File: src/rtl/dma_prog_pkg.sv
package dma_prog_pkg;
  localparam int NUM_CH   = 4;
  localparam int CH_W     = 2;
  localparam int DATA_W   = 8;
  localparam int MODE_W   = NUM_CH * DATA_W;
  localparam logic [DATA_W-1:0] CMD_UNSUP_MASK = 8'hFB;

  // control port numbers (index[2:0] when index[3] is set)
  typedef enum logic [2:0] {
    CP_CMD     = 3'd0,  // write: command, read: status
    CP_REQ     = 3'd1,  // write: request, read: mask
    CP_SMASK   = 3'd2,
    CP_MODE    = 3'd3,
    CP_PTRCLR  = 3'd4,
    CP_MRESET  = 3'd5,
    CP_MASKCLR = 3'd6,
    CP_MASKWR  = 3'd7
  } ctlPort_e;

  typedef struct packed {
    logic            chWr;
    logic [CH_W-1:0] chSel;
    logic            cntSel;
    logic            hiByte;
    logic            cmdWr;
    logic            reqWr;
    logic            smaskWr;
    logic            modeWr;
    logic            mReset;
    logic            maskClr;
    logic            maskWr;
    logic            statRd;
    logic            isCtl;
    logic [2:0]      ctlIdx;
  } regStrobes_t;
endpackage

File: src/rtl/dma_prog_ctl.sv
module dma_prog_ctl
  import dma_prog_pkg::*;
#(
  parameter int ADDR_W = 8,
  parameter int SHIFT  = 0
) (
  input  logic              clk,
  input  logic              rstN,
  input  logic [ADDR_W-1:0] busAddr,
  input  logic              wrEn,
  input  logic              rdEn,
  output regStrobes_t       stb
);
  logic [3:0] portIdx;
  logic       bytePtr;
  logic       chAccess;
  logic       ctlWr;
  logic       ptrClr;

  assign portIdx = 4'(busAddr >> SHIFT);

  always_comb begin
    stb         = '0;
    stb.isCtl   = portIdx[3];
    stb.chSel   = portIdx[2:1];
    stb.cntSel  = portIdx[0];
    stb.ctlIdx  = portIdx[2:0];
    stb.hiByte  = bytePtr;
    stb.chWr    = wrEn && !portIdx[3];
    ctlWr       = wrEn && portIdx[3];
    stb.cmdWr   = ctlWr && (portIdx[2:0] == CP_CMD);
    stb.reqWr   = ctlWr && (portIdx[2:0] == CP_REQ);
    stb.smaskWr = ctlWr && (portIdx[2:0] == CP_SMASK);
    stb.modeWr  = ctlWr && (portIdx[2:0] == CP_MODE);
    stb.mReset  = ctlWr && (portIdx[2:0] == CP_MRESET);
    stb.maskClr = ctlWr && (portIdx[2:0] == CP_MASKCLR);
    stb.maskWr  = ctlWr && (portIdx[2:0] == CP_MASKWR);
    stb.statRd  = rdEn && portIdx[3] && (portIdx[2:0] == CP_CMD);
    ptrClr      = ctlWr && (portIdx[2:0] == CP_PTRCLR);
    chAccess    = (wrEn || rdEn) && !portIdx[3];
  end

  always_ff @(posedge clk or negedge rstN) begin
    if (!rstN)                   bytePtr <= 1'b0;
    else if (ptrClr || stb.mReset) bytePtr <= 1'b0;
    else if (chAccess)           bytePtr <= ~bytePtr;
  end
endmodule

File: src/rtl/dma_prog_chan.sv
module dma_prog_chan #(
  parameter int SHIFT = 0
) (
  input  logic       clk,
  input  logic       rstN,
  input  logic       wrStb,
  input  logic       cntSel,
  input  logic       hiByte,
  input  logic [7:0] wrData,
  input  logic       step,
  input  logic       decr,
  output logic [7:0] rdByte
);
  localparam int BASE_W = 16;
  localparam int CUR_W  = BASE_W + SHIFT;
  localparam logic [CUR_W-1:0] STEP = CUR_W'(1) << SHIFT;

  logic [BASE_W-1:0] baseAddr, baseCnt, nextBaseAddr;
  logic [CUR_W-1:0]  curAddr, curCnt;
  logic [CUR_W-1:0]  addrVal, cntVal, selVal;

  assign nextBaseAddr = (hiByte && !cntSel) ? {wrData, baseAddr[7:0]} : baseAddr;

  always_ff @(posedge clk or negedge rstN) begin
    if (!rstN) begin
      baseAddr <= '0;
      baseCnt  <= '0;
      curAddr  <= '0;
      curCnt   <= '0;
    end else if (wrStb) begin
      if (!hiByte) begin
        if (cntSel) baseCnt[7:0]  <= wrData;
        else        baseAddr[7:0] <= wrData;
      end else begin
        if (cntSel) baseCnt[15:8]  <= wrData;
        else        baseAddr[15:8] <= wrData;
        curAddr <= CUR_W'(nextBaseAddr) << SHIFT;
        curCnt  <= '0;
      end
    end else if (step) begin
      curCnt <= curCnt + STEP;
    end
  end

  always_comb begin
    addrVal = decr ? (curAddr - curCnt) : (curAddr + curCnt);
    cntVal  = (CUR_W'(baseCnt) << SHIFT) - curCnt;
    selVal  = cntSel ? cntVal : addrVal;
    rdByte  = 8'(selVal >> (SHIFT + (hiByte ? 8 : 0)));
  end
endmodule

File: src/rtl/dma_prog_dp.sv
module dma_prog_dp
  import dma_prog_pkg::*;
#(
  parameter int SHIFT = 0
) (
  input  logic              clk,
  input  logic              rstN,
  input  regStrobes_t       stb,
  input  logic [7:0]        wrData,
  input  logic [NUM_CH-1:0] xferStep,
  input  logic [NUM_CH-1:0] tcSet,
  output logic [7:0]        rdData,
  output logic [7:0]        statusOut,
  output logic [NUM_CH-1:0] maskOut,
  output logic [MODE_W-1:0] modeOut,
  output logic [7:0]        cmdOut,
  output logic              cmdUnsupported
);
  logic [7:0]        chByte [NUM_CH];
  logic [7:0]        statusQ, statusD;
  logic [NUM_CH-1:0] maskQ, maskD;
  logic [7:0]        cmdQ;
  logic              unsupQ;
  logic [MODE_W-1:0] modeQ;

  for (genvar c = 0; c < NUM_CH; c++) begin : gChan
    dma_prog_chan #(.SHIFT(SHIFT)) uChan (
      .clk   (clk),
      .rstN  (rstN),
      .wrStb (stb.chWr && (stb.chSel == CH_W'(c))),
      .cntSel(stb.cntSel),
      .hiByte(stb.hiByte),
      .wrData(wrData),
      .step  (xferStep[c]),
      .decr  (modeQ[c*DATA_W+5]),
      .rdByte(chByte[c])
    );

    always_ff @(posedge clk or negedge rstN) begin
      if (!rstN) modeQ[c*DATA_W +: DATA_W] <= '0;
      else if (stb.modeWr && (wrData[1:0] == CH_W'(c)))
        modeQ[c*DATA_W +: DATA_W] <= wrData;
    end
  end

  always_comb begin
    statusD = statusQ;
    if (stb.statRd) statusD[3:0] = '0;
    if (stb.reqWr) begin
      statusD[{1'b1, wrData[1:0]}] = wrData[2];
      if (!wrData[2]) statusD[{1'b0, wrData[1:0]}] = 1'b0;
    end
    statusD[3:0] = statusD[3:0] | tcSet;
    if (stb.mReset) statusD = '0;
  end

  always_comb begin
    maskD = maskQ;
    if (stb.mReset)       maskD = '1;
    else if (stb.maskClr) maskD = '0;
    else if (stb.maskWr)  maskD = wrData[NUM_CH-1:0];
    else if (stb.smaskWr) maskD[wrData[1:0]] = wrData[2];
  end

  always_ff @(posedge clk or negedge rstN) begin
    if (!rstN) begin
      statusQ <= '0;
      maskQ   <= '1;
      cmdQ    <= '0;
      unsupQ  <= 1'b0;
    end else begin
      statusQ <= statusD;
      maskQ   <= maskD;
      if (stb.mReset) begin
        cmdQ   <= '0;
        unsupQ <= 1'b0;
      end else if (stb.cmdWr) begin
        cmdQ   <= wrData;
        unsupQ <= |(wrData & CMD_UNSUP_MASK);
      end
    end
  end

  always_comb begin
    if (!stb.isCtl) rdData = chByte[stb.chSel];
    else begin
      case (stb.ctlIdx)
        CP_CMD:  rdData = statusQ;
        CP_REQ:  rdData = {4'b0, maskQ};
        default: rdData = '0;
      endcase
    end
  end

  assign statusOut      = statusQ;
  assign maskOut        = maskQ;
  assign modeOut        = modeQ;
  assign cmdOut         = cmdQ;
  assign cmdUnsupported = unsupQ;
endmodule

File: src/rtl/dma_prog_port.sv
module dma_prog_port
  import dma_prog_pkg::*;
#(
  parameter int ADDR_W = 8,
  parameter int SHIFT  = 0
) (
  input  logic              clk,
  input  logic              rstN,
  input  logic [ADDR_W-1:0] busAddr,
  input  logic              wrEn,
  input  logic              rdEn,
  input  logic [7:0]        wrData,
  output logic [7:0]        rdData,
  input  logic [3:0]        xferStep,
  input  logic [3:0]        tcSet,
  output logic [7:0]        statusOut,
  output logic [3:0]        maskOut,
  output logic [31:0]       modeOut,
  output logic [7:0]        cmdOut,
  output logic              cmdUnsupported
);
  regStrobes_t stb;

  dma_prog_ctl #(.ADDR_W(ADDR_W), .SHIFT(SHIFT)) uCtl (
    .clk    (clk),
    .rstN   (rstN),
    .busAddr(busAddr),
    .wrEn   (wrEn),
    .rdEn   (rdEn),
    .stb    (stb)
  );

  dma_prog_dp #(.SHIFT(SHIFT)) uDp (
    .clk           (clk),
    .rstN          (rstN),
    .stb           (stb),
    .wrData        (wrData),
    .xferStep      (xferStep),
    .tcSet         (tcSet),
    .rdData        (rdData),
    .statusOut     (statusOut),
    .maskOut       (maskOut),
    .modeOut       (modeOut),
    .cmdOut        (cmdOut),
    .cmdUnsupported(cmdUnsupported)
  );
endmodule

File: config.mk
export PLATFORM = sky130hd
export DESIGN_NAME = dma_prog_port
export DESIGN_NICKNAME = d
export VERILOG_FILES = /design/src/rtl/dma_prog_pkg.sv /design/src/rtl/dma_prog_ctl.sv /design/src/rtl/dma_prog_chan.sv /design/src/rtl/dma_prog_dp.sv /design/src/rtl/dma_prog_port.sv
export SDC_FILE = /design/constraint.sdc
export NUM_CORES = 1
export LEC_CHECK = 0
export ABC_AREA = 1
export ABC_CLOCK_PERIOD_IN_PS = 7200
export BUFFER_PORTS_ARGS = -buffer_cell sky130_fd_sc_hd__buf_2
export CORE_UTILIZATION = 55
export CTS_BUF_LIST = sky130_fd_sc_hd__clkbuf_4 sky130_fd_sc_hd__clkbuf_8
export DETAILED_ROUTE_END_ITERATION = 10
export PLACE_DENSITY = 0.75
export REMOVE_ABC_BUFFERS = 1
export SYNTH_ARGS = -nofsm -noshare
export SYNTH_HDL_FRONTEND = slang
export SYNTH_SLANG_ARGS = --single-unit
File: constraint.sdc
create_clock -name clk -period 7.2 [get_ports clk]
set_input_delay 2.16 -clock clk [delete_from_list [all_inputs] [get_ports clk]]
set_output_delay 2.16 -clock clk [all_outputs]
set_load 0.02 [all_outputs]
# Word level (Yosys, flattened, before mapping)
# Index checks and enable logic that the tools add are counted.
[classes]
n_bitwise = 6
n_reduce_logical = 65
n_addsub = 16
n_eq_ne = 17
n_shift = 4
n_mux = 49
mul = 0
div_mod_pow = 0
magnitude_cmp = 7
[ops]
columns = ["operator", "count"]
rows = [
  ["$mux 16", 21],
  ["$sub 16x16->16", 8],
  ["$shr 16x32->8", 3],
  ["$add 16x1->16 const B", 4],
  ["$add 16x16->16", 4],
  ["$mux 8", 8],
  ["$reduce_and 3->1", 16],
  ["$logic_and 1x1->1", 25],
  ["$mux 4", 6],
  ["$bmux 8 s2", 1],
  ["$pmux 8 s2", 1],
  ["$reduce_and 2->1", 8],
  ["$shr 16x4->8", 1],
  ["$reduce_bool 2->1", 7],
  ["$eq 3x3->1 const B", 4],
  ["$and 8x8->8", 1],
  ["$bwmux 8", 1],
  ["$eq 2x2->1 const B", 4],
  ["$ne 2x2->1 const B", 4],
  ["$not 4->8", 1],
  ["$mux 1", 7],
  ["$reduce_or 7->1", 1],
  ["$demux 1 s2", 3],
  ["$eq 3x2->1 const B", 2],
  ["17 further kinds", 23],
]
[word_totals]
in_bits = 28
ramBits = 0
register_bits = 310
memories = 0
latchBits = 0
mem_bits_ro = 0
out_inout_bits = 61

# Longest topological paths before layout
# Gate-level depths: netlist of the first run.
[depth]
word_depth = 10
mapped_depth = 26
ltp_nobuf = 26

# Modules after synthesis
# A second synthesis of the first run with hierarchy kept.
[unflattened]
hier_cells = 3348
hier_area_um2 = 22630.5
[by_module_without_submodules]
columns = ["module", "cells_each", "area_each_um2", "seq_area_each_um2", "instances"]
rows = [
  ["dma_prog_chan at uDp.gChan[1].uChan ...", 758, 5032.3, 1601.5, 2],
  ["dma_prog_chan at uDp.gChan[0].uChan", 738, 4916.0, 1601.5, 1],
  ["dma_prog_chan at uDp.gChan[3].uChan", 720, 4854.7, 1601.5, 1],
  ["dma_prog_dp", 337, 2592.5, 1331.3, 1],
  ["dma_prog_ctl", 37, 202.7, 25.0, 1],
]

# Worst setup path after synthesis of the first run
# Ideal clock, no wire load.
[synth_path]
path_type = "input-to-output"
from = "input busAddr[0]"
to = "output rdData[6]"
required_ns = 5.040
path_buffers = 3
slack_ns = 1.679
arrival_ns = 3.361
stages = 9
path_cell_list = "buf_2 > buf_2 > buf_1 > nand3_1 > nand3_1 > nand2_1 > nand4_1 > nand2_1 > nand2_1"
[synth_via]
elab_chain_cells = 6
[synth_rtl]
columns = ["element", "line", "rtl"]
rows = [
  ["from (decl)", "dma_prog_port.sv:9", "input logic [ADDR_W-1:0] busAddr,"],
  ["$mux 16", "dma_prog_chan.sv:48", "selVal = cntSel ? cntVal : addrVal;"],
  ["$shr 16x32->8 / $shr 16x4->8 (equally long branches)", "dma_prog_chan.sv:49", "rdByte = 8'(selVal >> (SHIFT + (hiByte ? 8 : 0)));"],
  ["$bmux 8 s2", "dma_prog_dp.sv:85", "if (!stb.isCtl) rdData = chByte[stb.chSel];"],
  ["$mux 8 (implied by the code) (2 in series)", "dma_prog_dp.sv:85", ""],
  ["$mux 8 (*)", "dma_prog_dp.sv:85", ""],
  ["to (decl)", "dma_prog_port.sv:13", "output logic [7:0] rdData,"],
]
# Every way passes the cells marked *; elsewhere a longest branch is shown, timed or not. The select of a mux whose other input is x is not followed.

# Worst setup path after layout of the first run
[layout_path]
from = "register uDp.gChan[0].uChan.curCnt[0]"
to = "output rdData[6]"
[layout_via]
elab_chain_cells = 8
[layout_rtl]
columns = ["element", "line", "rtl"]
rows = [
  ["from (decl)", "dma_prog_chan.sv:19", "logic [CUR_W-1:0] curAddr, curCnt;"],
  ["from (signal assigned)", "dma_prog_chan.sv:41", "curCnt <= curCnt + STEP;"],
  ["$add 16x16->16 / $sub 16x16->16 (equally long branches)", "dma_prog_chan.sv:46", "addrVal = decr ? (curAddr - curCnt) : (curAddr + curCnt);"],
  ["$mux 16", "dma_prog_chan.sv:46", ""],
  ["$mux 16 (*)", "dma_prog_chan.sv:48", ""],
  ["$shr 16x4->8 (*)", "dma_prog_chan.sv:49", ""],
  ["$bmux 8 s2 (*)", "dma_prog_dp.sv:85", ""],
  ["$mux 8 (implied by the code) (*) (2 in series)", "dma_prog_dp.sv:85", ""],
  ["$mux 8 (*)", "dma_prog_dp.sv:85", ""],
]
# Marks and branches as above.

==> qor.yml, run 1 <==
hp-class: "reg -> reg"
critical-path-max-stage-delay_ns: 0.49
cts_resized: 0
htreeDepth: 2
synthCells: 3210
multi_input_area_um2: 12400
avgSynthCellArea_um2: 6.90
port_buffers: 84
fin_crit_ns: 6.74
drc: 0
dr_total_vias: 21400
wl_per_cell_um: 17.3
slew_headroom_pct: 14.8
coreArea_um2: 39700
path_clk_slew_ns: 0.06
finalWorstSetupSlack_ns: 0.458
die_x_um: 203
finalWirelength_um: 66300
dpl.hpwl_um: 48100
p_per_area_nw_per_um2: 383
status: "finished clean"
criticalPathCategory: "reg -> out"
cp-end-kind: "primary output"
r2r_end: "uDp.gChan[0].uChan.curCnt[12]"
grt_antenna_before_repair: 1
worstReg2RegStart: "uCtl.bytePtr"
worstMarginPinSlew_ns: 1.28
netlist_area_um2: 22100
fmax_mhz: 148
setup_violations: 0
crit_path_top_delay_cell: "dfrtp_1"
diodes: 0
total_power_w: 0.00925
final_antenna_net_count: 0
grt_pass1_wl_um: 105000
whs_endpoint: "uDp.modeOut[17]"
leakagePower_nw: 13.1
cts_buffers: 54
skew_ns: 0.0296
track_usage_pct: 32.5
cp_common_cell: "nand2_1"
path_cells: "inv_1, ha_1, inv_1, nor2_1, inv_1, nor2_1, inv_1, nor3_1, nand2_1, o31ai_1, xor2_1, ha_1, inv_1, nor3_1, nand4_1, nand2_1, nand2_1, nand3_1, nand3_1, nand2_1, nand4_1, nand2_1, nand2_1, buf_2"
final.setup.tns_ns: 0
path_max_fanout: 7
drive_gt1_share_pct: 8.45
ys_seq_area_share_pct: 35.1
vias_per_cell: 5.57
insertion_delay_ns: 0.67
synthDistinctLibCells: 55
dpl_cell_area_um2: 23000
gp_congestion: 0.934
arrival_ns: 4.58
grt_max_degree: 126
yosysWarnings: 0
start_kind: "flop"
ys_ff_latch: 310
rows: 73
drv_cap: 0
synth_ff_type: "dfrtp_1"
final_cell_area_um2: 24100
die_area_um2: 41100
cts_tree: "done"
cts_setup_buffers: 0
cts.sinks: 310
worstHoldStart: "uDp.modeOut[17]"
n_fill_cell: 3804
hold_viol_final: 0
io-pin-count: 89
register_area_um2: 7760
synth_enable_flop_cells: 0
r2r_cells: 7
rsz0062_at_grt: "no"
r2r_setup_slack_ns: 3.47
postSynth.asyncResetShare_pct: 100
first_iter_violations: 1814
hold_buffers: 0
vdd_drop_max_v: 0.000299
fin_crit_sh_pct: 93.6
clk_path_buf_depth: 3
start_util_pct: 55.7
maxSlewViolCount: 0
gr-total-overflow: 0
area_growth_pct: 9.07
drt_first_pass_iters: 6
grt_pass1_vias: 19800
post-place-ws_ns: 0.942
critPathRequiredTime_ns: 5.04
die_y_um: 203
clock-root-buffer: "clkbuf_8"
nets: 3438
holdPathStages: 2
where the power goes:
part | leakage, nW | switching (W) | internal (W)
registers | 3.94 | 0.000367 | 0.00219
clock network | 0.635 | 0.000786 | 0.00103
logic | 8.47 | 0.00317 | 0.00170
total | 13.1 | 0.00433 | 0.00492
worst max-delay path: cells and delay by family (launching register included):
kind	cells	cell delay, ns
flip-flops	1	0.49
XOR/XNOR	1	0.14
AND/OR/NAND/NOR	14	1.91
AO/OA/AOI/OAI	1	0.27
buffers and inverters	6	0.58
adder cells (fa/ha/maj)	2	0.57
placed cells by master, fill, tap and decap left out, drive strengths merged, types with 28 or more instances in the layout:
cell    instances
nand3         231
o22ai          47
nand2        1024
nand3b         31
clkbuf         82
a21oi         180
xor2           69
nor3           36
inv           410
nor2          237
nand4          28
dfrtp         306
buf            97
ha            128
o21ai         300
cell type report:
cell class	instances	share of cell area, %
well taps	525	2.72
inverters	413	6.49
repair buffers	97	2.29
multi-input cells	2398	51.4
clock inverters	14	0.611
clock buffers	82	4.31
flip-flops and latches	310	32.2
per-layer routing:
layer  global-route usage [%]  routed length, µm
met1                     44.5              29300
met2                     50.6              29300
met3                     5.17               4990
met4                     14.8               2750
met5                        0                  8
per-stage QoR:
step	hold slack (ns)	util (%)	cells
global placement	0.442	57.8	3743
floorplan	0.446	-	3121
global route	0.485	60.8	3839
detailed placement	0.450	57.8	3743
finish	0.472	60.8	3839
CTS	0.469	60.8	3839
Yosys cell counts (3+ instances only):
master    count  area [µm²]
nor3_1       26         130
xor2_1       69         604
ha_1        128        1600
nor2_2       17         106
nand3b_1     31         233
a21oi_1     180         901
nand2_1    1018        3820
inv_2        24        90.1
clkbuf_1     44         165
o22ai_1      47         294
o21a_1        9        67.6
nand3_2       5        50.1
nor2_1      209         785
nor3_2        8        80.1
o21bai_1     10        75.1
nand2_2       5        31.3
a21o_1        7        52.6
buf_2        30         150
o21ai_1      52         260
o21ai_0     248        1240
inv_1       383        1440
nor4_1        3        18.8
fa_1          8         160
nand3_1     226        1130
xnor2_1       8        70.1
and2_1        5        31.3
dfstp_2       4         105
nor2_8        4        80.1
dfrtp_1     306        7660
a31oi_1      11        68.8
o31ai_1       8        60.1
nand4_1      28         175
nor2_4        7        78.8
buf_1         9        33.8
buf_4         6        45.0
sequential cells by signal (all words and copies together), names as in the netlist:
register / cells
uDp.cmdUnsupported: 1
uCtl.bytePtr: 1
uDp.statusOut: 8
uDp.maskOut: 4
uDp.gChan.uChan.baseAddr: 64
uDp.gChan.uChan.curCnt: 64
uDp.cmdOut: 8
uDp.gChan.uChan.baseCnt: 64
uDp.modeOut: 32
uDp.gChan.uChan.curAddr: 64
kinds of logic after synthesis:
| family | count (synthesis) | synth area share (%) |
|---|---|---|
| AND/OR/NAND/NOR | 1598 | 30.8 |
| buffers and inverters | 502 | 8.86 |
| adder cells (fa/ha/maj) | 136 | 7.96 |
| multiplexers | 2 | 0.102 |
| flip-flops | 310 | 35.1 |
| AO/OA/AOI/OAI | 585 | 14.2 |
| XOR/XNOR | 77 | 3.05 |
worst max path at each step:
stage,from,endpoint,slack (ns),depth (start not counted)
after global routing,uDp.gChan[3].uChan.curCnt[1],rdData[7],0.11,25
final,uDp.gChan[0].uChan.curCnt[0],rdData[6],0.46,24
after detailed placement,busAddr[0],rdData[7],0.94,10
after global placement,busAddr[0],rdData[7],0.92,10
after CTS,uDp.gChan[0].uChan.curCnt[0],rdData[6],0.47,24
after floorplan,busAddr[0],rdData[1],1.14,10
Power figures use the tool's default switching activity.
==> run 2: changes to the inputs <==
Settings changed: BUFFER_PORTS_ARGS -buffer_cell sky130_fd_sc_hd__buf_2 to -buffer_cell sky130_fd_sc_hd__buf_4.
==> qor.yml, run 2 (synthesis results as in run 1) <==
hold_buffers: 0
criticalPathCategory: "reg -> out"
total_power_w: 0.00926
path_max_fanout: 6
fmax_mhz: 147
fin_crit_ns: 6.81
fin_crit_sh_pct: 94.5
drc: 0
track_usage_pct: 33.3
final_antenna_net_count: 0
clk_path_buf_depth: 3
diodes: 0
worstMarginPinSlew_ns: 1.39
die_x_um: 203
grt_max_degree: 139
fin_util_pct: 61.4
maxSlewViolCount: 0
final.setup.tns_ns: 0
r2r_cells: 6
cts_tree: "done"
setup_violations: 0
vias_per_cell: 5.63
dr_total_vias: 21600
holdWs_ns: 0.469
n_fill_cell: 3707
cp-end-kind: "primary output"
dpl.hpwl_um: 48800
hold_viol_final: 0
status: "finished clean"
leakagePower_nw: 13.1
cts_resized: 0
start_kind: "flop"
drt_first_pass_iters: 7
grt_pass1_wl_um: 108000
critPathRequiredTime_ns: 5.04
register_area_um2: 7760
grt_antenna_before_repair: 2
port_buffers: 84
cts_setup_buffers: 0
path_clk_slew_ns: 0.06
coreArea_um2: 39700
arrival_ns: 4.65
die_area_um2: 41100
wl_per_cell_um: 17.5
skew_ns: 0.0329
multi_input_area_um2: 12400
grt_pass1_vias: 20600
vdd_drop_max_v: 0.000212
htreeDepth: 2
gp_congestion: 0.923
die_y_um: 203
start_util_pct: 55.7
clock-root-buffer: "clkbuf_8"
layout_common_cells: "nand2_1, inv_1, dfrtp_1"
io-pin-count: 89
drive_gt1_share_pct: 8.56
rsz0062_at_grt: "no"
p_per_area_nw_per_um2: 380
slew_headroom_pct: 7.08
cts.sinks: 310
final_common_cell: "nand2_1"
holdPathStages: 2
nets: 3443
drv_cap: 0
hp-class: "reg -> reg"
rows: 73
finalWirelength_um: 67200
insertion_delay_ns: 0.66
cts_buffers: 54
area_growth_pct: 10.1
gr-total-overflow: 0
first_iter_violations: 1720
[run 2: metal layers]
| layer | up-vias | track usage (%) | part of all wire, % |
|---|---|---|---|
| met5 | - | 0 | 0 |
| met4 | 0 | 16.3 | 4.6 |
| met3 | 180 | 6.71 | 8.1 |
| met2 | 783 | 52.7 | 44 |
| met1 | 10100 | 43.7 | 43 |
| li1 | 10600 | - | - |
[run 2: area by class of cell]
cell class / instances / area share (%)
flip-flops and latches: 310 / 31.8
clock inverters: 15 / 0.672
inverters: 413 / 6.43
multi-input cells: 2398 / 50.9
clock buffers: 81 / 4.14
well taps: 525 / 2.69
repair buffers: 102 / 3.27
[run 2: metrics by stage]
stage	cells	instance area, µm²	setup slack (ns)
finish	3844	24400	0.393
global route	3844	24400	0.0316
CTS	3844	24400	0.456
detailed placement	3748	23200	0.826
global placement	3748	23200	0.855
floorplan	3121	21700	1.14
[run 2: where the power goes]
group	internal [W]	switching, W
Sequential	0.00219	0.000375
Clock	0.00100	0.000772
Combinational	0.00174	0.00318
Total	0.00493	0.00433
[run 2: worst paths after layout]
| kind | start | slack (ns) | end |
|---|---|---|---|
| setup reg to reg | uCtl.bytePtr | 3.55 | uDp.gChan[1].uChan.curAddr[10] |
| min in group asynchronous | rstN | 1.44 | uDp.gChan[0].uChan.curCnt[15] |
| max in group asynchronous | rstN | 4.60 | uDp.gChan[2].uChan.curAddr[4] |
| hold reg to reg | uDp.modeOut[17] | 0.47 | uDp.modeOut[17] |
| setup / recovery | uDp.gChan[0].uChan.curCnt[1] | 0.39 | rdData[6] |
| hold / removal | uDp.modeOut[17] | 0.47 | uDp.modeOut[17] |
[run 2: worst max-delay path, cell delays in order (launching register included)]
cell and delay (ns):
dfrtp_1 0.48, inv_1 0.20, ha_1 0.17, inv_1 0.04, nor2_1 0.11, inv_1 0.08
nor2_1 0.09, inv_1 0.06, nor3_1 0.24, nand2_1 0.17, o31ai_1 0.27, xor2_1 0.12
ha_1 0.43, inv_1 0.09, nor3_1 0.28, nand4_1 0.18, nand2_1 0.09, nand2_1 0.05
nand3_1 0.09, nand3_1 0.14, nand2_1 0.16, nand4_1 0.12, nand2_1 0.12, nand2_1 0.06
buf_4 0.16
==> run 3: changes to the inputs <==
Settings changed: GPL_TIMING_DRIVEN set to 0.
==> qor.yml, run 3 (synthesis results as in run 1) <==
status: "finished clean"
path_clk_slew_ns: 0.06
io-pin-count: 89
fmax_mhz: 143
area_growth_pct: 9.96
drc: 0
route.met3.wl_um: 5100
holdWs_ns: 0.467
slew_headroom_pct: 9.53
combPwrFrac_pct: 53.0
port_buffers: 84
maxSlewViolCount: 0
setup_violations: 0
dpl_cell_area_um2: 23100
gr-total-overflow: 0
switchingPower_w: 0.00432
worstMarginPinSlew_ns: 1.36
insertion_delay_ns: 0.65
wl_met1_um: 30000
clock-root-buffer: "clkbuf_8"
n_fill_cell: 3758
finalWirelength_um: 66800
dr_total_vias: 21300
clk_path_buf_depth: 3
cts_tree: "done"
die_x_um: 203
drv_cap: 0
track_usage_pct: 32.9
diodes: 0
final_common_cell: "nand2_1"
arrival_ns: 4.86
fin_crit_ns: 7.02
final_cell_area_um2: 24300
wl_per_cell_um: 17.4
criticalPathCategory: "in -> out"
post-place-ws_ns: -1.21
skew_ns: 0.0284
die_y_um: 203
routed.top_layer: "met4"
die_area_um2: 41100
layout_common_cells: "nand2_1, inv_1, dfrtp_1"
dpl.hpwl_um: 48400
instances_no_fill: 3836
p_per_area_nw_per_um2: 378
coreArea_um2: 39700
drive_gt1_share_pct: 8.52
rsz0062_at_grt: "no"
htreeDepth: 2
swShare_pct: 46.9
cts.sinks: 310
path_max_fanout: 83
cp-end-kind: "primary output"
hp-class: "reg -> reg"
fin_crit_sh_pct: 97.5
dr_wl_met2_um: 29300
grt_max_degree: 112
nets: 3431
grt_antenna_before_repair: 1
p_int_w: 0.00489
drt_first_pass_iters: 5
start_kind: "input port"
vias_per_cell: 5.56
gp_congestion: 0.954
grt_pass1_wl_um: 106000
rows: 73
final.setup.tns_ns: 0
first_iter_violations: 1879
hold_viol_final: 0
critPathRequiredTime_ns: 5.04
grt_pass1_vias: 20100
vdd_drop_max_v: 0.000229
leakagePower_nw: 13.1
final_antenna_net_count: 0
placedCellCount: 3733
p_seq_share_pct: 27.9
finalWorstSetupSlack_ns: 0.183
cts_buffers: 54
p_clk_share_pct: 19.1
start_util_pct: 55.7
==> run 3: cell count changes in the layout (fill, tap and decap cells not counted), sizes merged <==
cell	delta
clkinvlp	-2
bufinv	-1
clkbuf	-1
buf	-12
clkinv	+8
==> run 3: final cells by class <==
class | instances | area [µm²] | area share, %
multi-input cells | 2398 | 12400 | 51.1
clock inverters | 20 | 160 | 0.658
flip-flops and latches | 310 | 7760 | 31.9
inverters | 413 | 1570 | 6.47
clock buffers | 80 | 1010 | 4.14
repair buffers | 90 | 743 | 3.05
well taps | 525 | 657 | 2.70
==> run 3: critical path, cell delays in order <==
cell,delay [ns]
buf_8,0.46
inv_4,0.29
buf_12,0.25
nor2_4,0.33
clkinvlp_4,0.17
buf_4,0.18
o21ai_0,0.16
a21oi_1,0.17
nand2_1,0.09
nand4_1,0.12
nand2_1,0.14
nand2_1,0.08
buf_4,0.16
==> run 3: path summary, 6_finish.rpt <==
kind                                      from                         endpoint  slack [ns]  depth (start not counted)
min in group asynchronous                 rstN  uDp.gChan[0].uChan.baseAddr[15]        1.52                          1
max in group asynchronous                 rstN                   uDp.maskOut[3]        4.61                          2
worst min-delay path            uDp.modeOut[8]                   uDp.modeOut[8]        0.47                          2
worst min register to register  uDp.modeOut[8]                   uDp.modeOut[8]        0.47                          2
worst max register to register    uCtl.bytePtr    uDp.gChan[0].uChan.curCnt[12]        3.29                          7
worst max-delay path                busAddr[0]                        rdData[6]        0.18                         13
==> run 3: layer usage <==
layer	GRT usage (%)	vias up
met5	0	-
met4	13.3	0
met3	6.18	145
met2	52.2	719
met1	44.4	9892
li1	-	10600
==> run 3: power groups by stage <==
stage                     Sequential [W]  Combinational, W  Clock [W]
after floorplan                  0.00251           0.00359          0
after global placement           0.00257           0.00468          0
after detailed placement         0.00258           0.00479          0
after CTS                        0.00256           0.00482    0.00179
after global routing             0.00262           0.00555    0.00186
final                            0.00257           0.00488    0.00176
==> run 3: through the flow <==
| step | util [%] | total power (W) |
|---|---|---|
| after global routing | 61.3 | 0.0100 |
| final | 61.3 | 0.00920 |
| after floorplan | - | 0.00610 |
| after detailed placement | 58.2 | 0.00737 |
| after CTS | 61.2 | 0.00917 |
| after global placement | 58.0 | 0.00725 |
==> run 3: repair_timing <==
action                                  in CTS  in global routing
hold buffers                                 0                  0
buffers inserted                             3                  0
gates resized for setup                      5                  2
endpoints found under the setup margin       5                  4
pin swaps                                    0                  0
